===== src/rtl/piezo_seq_pkg.sv =====
package piezo_seq_pkg;

    localparam int STEP_W      = 8;
    localparam int CNT_W       = 7;
    localparam int HOME_W      = 4;
    localparam int PEND_MAX    = 512;
    localparam int PEND_W      = $clog2(PEND_MAX + 1);
    localparam int WAIT_GROUPS = 4;
    localparam int HOME_UNIT   = 16;

    typedef logic [PEND_W-1:0] grp_t;

    typedef enum logic [2:0] {
        ST_IDLE,
        ST_HOME_FWD,
        ST_HOME_WAIT,
        ST_HOME_BACK,
        ST_MOVE,
        ST_CONT
    } seq_state_e;

    // groups in the forward homing move: HOME_UNIT * (n + 1)
    function automatic grp_t home_groups(input logic [HOME_W-1:0] n);
        return grp_t'({n, 4'b0000}) + grp_t'(HOME_UNIT);
    endfunction

    // swing-back group count per select code
    function automatic grp_t swing_groups(input logic [1:0] sel);
        case (sel)
            2'b00:   return grp_t'(2);
            2'b01:   return grp_t'(1);
            2'b10:   return grp_t'(3);
            default: return grp_t'(4);
        endcase
    endfunction

    // saturating add of a command count to the pending total
    function automatic grp_t pend_add(input grp_t base, input logic [CNT_W-1:0] add);
        logic [PEND_W:0] sum;
        sum = {1'b0, base} + {{(PEND_W + 1 - CNT_W){1'b0}}, add};
        if (sum > (PEND_W + 1)'(PEND_MAX))
            return grp_t'(PEND_MAX);
        return sum[PEND_W-1:0];
    endfunction

endpackage


===== src/rtl/piezo_seq_ticker.sv =====
module piezo_seq_ticker
    import piezo_seq_pkg::*;
#(
    parameter int SW = STEP_W
) (
    input  logic          clk,
    input  logic          rst,
    input  logic          load,
    input  grp_t          load_groups,
    input  logic          count_en,
    input  logic          tick,
    input  logic [SW-1:0] step_m1,
    output logic          group_done,
    output logic          phase_done
);
    logic [SW-1:0] per_q;
    grp_t          grp_q;

    // a group ends on the tick that completes step_m1+1 periods
    assign group_done = count_en && tick && (per_q >= step_m1);
    assign phase_done = group_done && (grp_q == grp_t'(1));

    always_ff @(posedge clk) begin
        if (rst) begin
            per_q <= '0;
            grp_q <= '0;
        end else if (load) begin
            per_q <= '0;
            grp_q <= load_groups;
        end else if (group_done) begin
            per_q <= '0;
            if (grp_q != '0)
                grp_q <= grp_q - grp_t'(1);
        end else if (count_en && tick) begin
            per_q <= per_q + SW'(1);
        end
    end

    assert_group_restart_R2: assert property (@(posedge clk) disable iff (rst)
        (load || group_done) |=> (per_q == '0));

endmodule


===== src/rtl/piezo_seq_queue.sv =====
module piezo_seq_queue
    import piezo_seq_pkg::*;
#(
    parameter int CW = CNT_W
) (
    input  logic          clk,
    input  logic          rst,
    input  logic          clear,
    input  logic          cmd_wr,
    input  logic          cmd_dir,
    input  logic [CW-1:0] cmd_cnt,
    input  logic          consume,
    output grp_t          pend_q,
    output grp_t          pend_nxt,
    output logic          dir_q,
    output logic          flip
);
    grp_t base;

    assign flip = cmd_wr && (cmd_dir != dir_q);

    always_comb begin
        base = pend_q;
        if (consume && (pend_q != '0))
            base = pend_q - grp_t'(1);
        if (clear)
            pend_nxt = '0;
        else if (flip)
            pend_nxt = {{(PEND_W - CW){1'b0}}, cmd_cnt};
        else if (cmd_wr)
            pend_nxt = pend_add(base, cmd_cnt);
        else
            pend_nxt = base;
    end

    always_ff @(posedge clk) begin
        if (rst) begin
            pend_q <= '0;
            dir_q  <= 1'b0;
        end else begin
            pend_q <= pend_nxt;
            if (cmd_wr)
                dir_q <= cmd_dir;
        end
    end

    assert_pend_cap_R3: assert property (@(posedge clk) disable iff (rst)
        pend_q <= grp_t'(PEND_MAX));

    assert_flip_replaces_R4: assert property (@(posedge clk) disable iff (rst)
        (flip && !clear) |=> (pend_q == {{(PEND_W - CW){1'b0}}, $past(cmd_cnt)}));

    assert_clear_empties_R7: assert property (@(posedge clk) disable iff (rst)
        clear |=> (pend_q == '0));

endmodule


===== src/rtl/piezo_move_seq.sv =====
module piezo_move_seq
    import piezo_seq_pkg::*;
#(
    parameter int SW = STEP_W,
    parameter int CW = CNT_W,
    parameter int HW = HOME_W
) (
    input  logic          clk,
    input  logic          rst,
    input  logic          en,
    input  logic          cont_mode,
    input  logic          period_tick,
    input  logic          cmd_wr,
    input  logic          cmd_dir,
    input  logic [CW-1:0] cmd_pulses,
    input  logic [SW-1:0] step_m1,
    input  logic          home_skip,
    input  logic [HW-1:0] home_len,
    input  logic [1:0]    swing_sel,
    output logic          busy,
    output logic          run,
    output logic          dir_out
);
    seq_state_e state, state_nxt;
    logic       en_q;
    logic       home_dir;
    logic       home_start;
    logic       load;
    grp_t       load_grps;
    logic       count_en;
    logic       group_done, phase_done;
    logic       consume;
    grp_t       pend_q, pend_nxt;
    logic       dir_q, flip;

    assign count_en = (state == ST_HOME_FWD) || (state == ST_HOME_WAIT) ||
                      (state == ST_HOME_BACK) || (state == ST_MOVE);
    assign consume  = (state == ST_MOVE) && group_done;

    piezo_seq_ticker #(.SW(SW)) u_ticker (
        .clk         (clk),
        .rst         (rst),
        .load        (load),
        .load_groups (load_grps),
        .count_en    (count_en),
        .tick        (period_tick),
        .step_m1     (step_m1),
        .group_done  (group_done),
        .phase_done  (phase_done)
    );

    piezo_seq_queue #(.CW(CW)) u_queue (
        .clk      (clk),
        .rst      (rst),
        .clear    (!en),
        .cmd_wr   (cmd_wr),
        .cmd_dir  (cmd_dir),
        .cmd_cnt  (cmd_pulses),
        .consume  (consume),
        .pend_q   (pend_q),
        .pend_nxt (pend_nxt),
        .dir_q    (dir_q),
        .flip     (flip)
    );

    always_comb begin
        state_nxt  = state;
        load       = 1'b0;
        load_grps  = '0;
        home_start = 1'b0;
        if (!en) begin
            state_nxt = ST_IDLE;
        end else if (cont_mode) begin
            state_nxt = ST_CONT;
        end else begin
            case (state)
                ST_IDLE: begin
                    if (!en_q && !home_skip) begin
                        state_nxt  = ST_HOME_FWD;
                        load       = 1'b1;
                        load_grps  = home_groups(home_len);
                        home_start = 1'b1;
                    end else if (pend_nxt != '0) begin
                        state_nxt = ST_MOVE;
                        load      = 1'b1;
                    end
                end
                ST_HOME_FWD: begin
                    if (phase_done) begin
                        state_nxt = ST_HOME_WAIT;
                        load      = 1'b1;
                        load_grps = grp_t'(WAIT_GROUPS);
                    end
                end
                ST_HOME_WAIT: begin
                    if (phase_done) begin
                        state_nxt = ST_HOME_BACK;
                        load      = 1'b1;
                        load_grps = swing_groups(swing_sel);
                    end
                end
                ST_HOME_BACK: begin
                    if (phase_done) begin
                        load = 1'b1;
                        state_nxt = (pend_nxt != '0) ? ST_MOVE : ST_IDLE;
                    end
                end
                ST_MOVE: begin
                    if (pend_nxt == '0)
                        state_nxt = ST_IDLE;
                    else if (flip)
                        load = 1'b1;
                end
                ST_CONT:  state_nxt = ST_IDLE;
                default:  state_nxt = ST_IDLE;
            endcase
        end
    end

    always_ff @(posedge clk) begin
        if (rst) begin
            state    <= ST_IDLE;
            en_q     <= 1'b0;
            home_dir <= 1'b0;
        end else begin
            state <= state_nxt;
            en_q  <= en;
            if (home_start)
                home_dir <= dir_q;
        end
    end

    assign busy = (state != ST_IDLE);

    always_comb begin
        run     = 1'b0;
        dir_out = dir_q;
        case (state)
            ST_HOME_FWD:  begin run = 1'b1; dir_out = home_dir;  end
            ST_HOME_BACK: begin run = 1'b1; dir_out = !home_dir; end
            ST_MOVE:      run = 1'b1;
            ST_CONT:      begin run = 1'b1; dir_out = 1'b0;      end
            default:      run = 1'b0;
        endcase
    end

    assert_home_entry_R5: assert property (@(posedge clk) disable iff (rst)
        (en && !en_q && !home_skip && !cont_mode && state == ST_IDLE)
        |=> (busy && run && dir_out == $past(dir_q)));

    assert_wait_quiet_R6: assert property (@(posedge clk) disable iff (rst)
        (state == ST_HOME_FWD && phase_done && en && !cont_mode) |=> (busy && !run));

    assert_standby_R7: assert property (@(posedge clk) disable iff (rst)
        !en |=> (!busy && !run));

    assert_continuous_R8: assert property (@(posedge clk) disable iff (rst)
        (en && cont_mode) |=> (busy && run && !dir_out));

    assert_queued_move_R9: assert property (@(posedge clk) disable iff (rst)
        (state == ST_HOME_BACK && phase_done && en && !cont_mode && pend_nxt != '0)
        |=> (busy && run && dir_out == $past(pend_nxt != '0 ? dir_q : dir_q)));

endmodule


===== config.mk =====
export PLATFORM = sky130hd
export DESIGN_NAME = piezo_move_seq
export DESIGN_NICKNAME = d
export VERILOG_FILES = /design/src/rtl/piezo_seq_pkg.sv /design/src/rtl/piezo_seq_ticker.sv /design/src/rtl/piezo_seq_queue.sv /design/src/rtl/piezo_move_seq.sv
export SDC_FILE = /design/constraint.sdc
export NUM_CORES = 1
export LEC_CHECK = 0
export BUFFER_PORTS_ARGS = -buffer_cell sky130_fd_sc_hd__buf_4
export CAP_MARGIN = 10
export CORE_MARGIN = 2
export CORE_UTILIZATION = 45
export CTS_CLUSTER_SIZE = 24
export DETAILED_ROUTE_END_ITERATION = 10
export PLACE_DENSITY = 0.62
export SLEW_MARGIN = 20
export SYNTH_ARGS = -nofsm -noshare
export SYNTH_HDL_FRONTEND = slang
export SYNTH_SLANG_ARGS = --single-unit

===== constraint.sdc =====
create_clock -name clk -period 7.2 [get_ports clk]
set_input_delay 1.8 -clock clk [delete_from_list [all_inputs] [get_ports clk]]
set_output_delay 1.8 -clock clk [all_outputs]
set_load 0.02 [all_outputs]

==> impl_metrics.json <==
{
  "top_layer": "met4",
  "yosysWarnings": 0,
  "cts_root_buf": "clkbuf_8",
  "crit_fanout": 8,
  "crit_top_cell": "buf_4",
  "grt_pass1_vias": 2804,
  "overflow": 0,
  "crit_arrival_ns": 6.98,
  "maxSlewHeadroom_pct": 29.49,
  "vias_per_cell": 5.877,
  "place_hpwl_mm": 6.333,
  "pwr_density_cell_nw_per_um2": 139.1,
  "final_cell_mix": "nor2_1, buf_4, dfxtp_1, inv_1",
  "drc": 0,
  "wl_met2_mm": 3.590,
  "max_clock_freq_ghz": 0.1472,
  "cts_setup_buffers": 0,
  "p_comb_share_pct": 29.3,
  "period_share_pct": 94.38,
  "setup-tns-final_ns": 0,
  "hold_viol_final": 0,
  "wl_per_cell_um": 15.53,
  "ctsHoldBuffers": 0,
  "wl_met3_um": 447,
  "p_total_mw": 0.4919,
  "gp_congestion": 0.8978,
  "cp_cell_sequence": "buf_4, inv_1, ha_1, nand4_1, a21oi_1, a211oi_2, nor4_2, buf_4, nand2_1, xnor2_1, ha_1, nor2b_1, o31a_1, o311a_1, nor2_1, o31ai_1, a2111oi_4, a311oi_4, a2bb2oi_2, o2111a_2, a21oi_4, buf_4, o32ai_1",
  "grt_pass1_wl_mm": 13.24,
  "reg2regPathDepth": 22,
  "crit_path_start_kind": "primary input",
  "place_area_um2": 3445,
  "end_kind": "flip-flop",
  "instances_no_fill": 514,
  "core-area_um2": 6832,
  "antenna_found_initial": 0,
  "cts_resized": 0,
  "cp_slowest_cell": "nor4_2",
  "drive_gt1_share_pct": 17.22,
  "cts_sinks": 34,
  "avgSynthCellArea_um2": 8.203,
  "start_util_pct": 46.83,
  "ys_ff_latch": 34,
  "die_w_um": 88.32,
  "tritoncts": "yes",
  "numCtsBuffers": 5,
  "dr.pass1.iters": 4,
  "synth_area_um2": 3199,
  "power.switching_mw": 0.1590,
  "seq_power_share_pct": 41.1,
  "antenna_cells": 0,
  "maxCapViolations": 0,
  "seqCellArea_um2": 680.7,
  "cp.required_ns": 7.39,
  "clk_pin_slew_ns": 0.07,
  "port_buffers": 31,
  "synth_ff_type": "dfxtp_1",
  "skew_ns": 0.009164,
  "rsz0062_at_grt": "false",
  "period_needed_ns": 6.795,
  "critical_path_class": "primary input to flip-flop",
  "layout_commonest_cell": "nor2_1",
  "worstSkewPairLatency_ns": 0.29,
  "dp.cells": 506,
  "die_area_um2": 7800,
  "power.internal_mw": 0.3329,
  "wl_met1_mm": 3.882,
  "worstMarginPinSlew_ns": 1.054,
  "num_vias": 3021,
  "final_nets": 470,
  "yosys.cell_types.count": 83,
  "cts_max_level": 2,
  "power_frac_clock_pct": 29.7,
  "ir_drop_mv": 0.1071,
  "grt_max_degree": 28,
  "leakagePower_nw": 1.358,
  "grt_use_total_pct": 21.25,
  "drt-initial-drc-count": 258,
  "finalMaxSlewViolations": 0,
  "pin_count": 32,
  "max_stage_delay_ns": 0.52,
  "min_delay_path_depth": 2,
  "ys_seq_area_share_pct": 21.27,
  "synth_cells": 390,
  "fin_area_um2": 3536,
  "switching_share_pct": 32.32,
  "die_h_um": 88.32,
  "ctsLongestPathBuffers": 2,
  "area_growth_pct": 10.52,
  "min_path_type": "flip-flop to flip-flop",
  "synth_edf_count": 0,
  "async_flop_share_pct": 0,
  "multi_input_area_um2": 2265,
  "status": "completed",
  "ant_nets": 0,
  "synth_nets": 443,
  "wl_mm": 7.982,
  "nFillCells": 705,
  "final-setup-viol-count": 0,
  "rows": 30
}
-- final cells by class --
cell class	instances	share of cell area, %
Clock buffer	7	2.442
Multi-Input combinational cell	310	64.05
Sequential cell	34	19.25
Inverter	31	3.291
Clock inverter	1	0.1415
Tap cell	96	3.397
Timing Repair Buffer	35	7.431
-- flip-flops by register name, indices dropped and copies added, names as in the netlist --
name / count
state: 3
u_queue.dir_q: 1
u_ticker.per_q: 8
u_ticker.grp_q: 10
u_queue.pend_q: 10
en_q: 1
home_dir: 1
-- synthesized netlist by cell type (all sizes together), types with 3 or more instances --
cell    instances  area [µm²]
nor4b           5       50.04
nand2b          8       52.55
mux2i           4       40.04
a21oi          19       106.4
nand3          11       55.05
dfxtp          34       680.7
buf             5       48.79
inv            30       112.6
o32ai           4       35.03
nand4           9       56.30
o22ai           4       25.02
or4             5       43.79
o21ai          20       103.9
clkbuf          8       70.06
and3            3       18.77
a211oi          8       65.06
nor2           43       161.4
xor2           15       131.4
xnor2          18       157.7
nor3            9       45.04
a22oi           3       22.52
ha             23       287.8
nor4           17       118.9
or3             7       53.80
nand2          23       86.33
-- logic make-up (layout without fill, tap and decap cells) --
| logic type | Yosys count | count (layout) | synth area share [%] |
|---|---|---|---|
| flip-flops | 34 | 34 | 21.27 |
| multiplexers | 5 | 5 | 1.603 |
| AND/OR/NAND/NOR | 153 | 153 | 26.91 |
| AO/OA/AOI/OAI | 95 | 95 | 23.62 |
| XOR/XNOR | 33 | 33 | 9.034 |
| adder cells (fa/ha/maj) | 24 | 24 | 9.621 |
| buffers and inverters | 46 | 74 | 7.939 |
-- routing by layer --
metal,GRT usage [%],vias to the layer above
met1,31.15,1431
met2,33.49,80
met4,3.719,0
li1,-,1503
met3,3.265,7
met5,0,-
-- worst max-delay path: cells and delay by family --
family	cells	cell delay, ns
compound gates	11	2.55
xor+xnor	1	0.26
fa+ha+maj	2	0.64
simple gates	5	1.16
buf+inv	4	0.55
-- power by group through the flow --
stage	combinational (mW)	sequential (mW)	clock (mW)
3_3_place_gp	0.142	0.206	0
4_1_cts	0.143	0.202	0.151
6_report	0.144	0.202	0.146
2_1_floorplan	0.108	0.202	0
5_1_grt	0.160	0.203	0.158
3_5_place_dp	0.143	0.206	0
-- final timing paths --
path / startpoint / end / slack, ns
worst min register to register: home_dir / home_dir / 0.54
worst max register to register: u_ticker.per_q[0] / u_ticker.grp_q[6] / 1.65
worst min-delay path: home_dir / home_dir / 0.54
worst max-delay path: step_m1[5] / u_ticker.grp_q[6] / 0.40
-- per-stage QoR --
step / worst slack, ns / hold WS [ns] / utilization (%)
after global placement: 0.1967 / 0.4952 / 50.42
after global routing: 0.09177 / 0.5772 / 51.76
after floorplan: 0.6701 / 0.4756 / -
final: 0.4048 / 0.5432 / 51.76
after CTS: 0.4763 / 0.5454 / 51.76
after detailed placement: 0.1744 / 0.5319 / 50.42
Note: power is estimated with default switching activity, not from simulation.
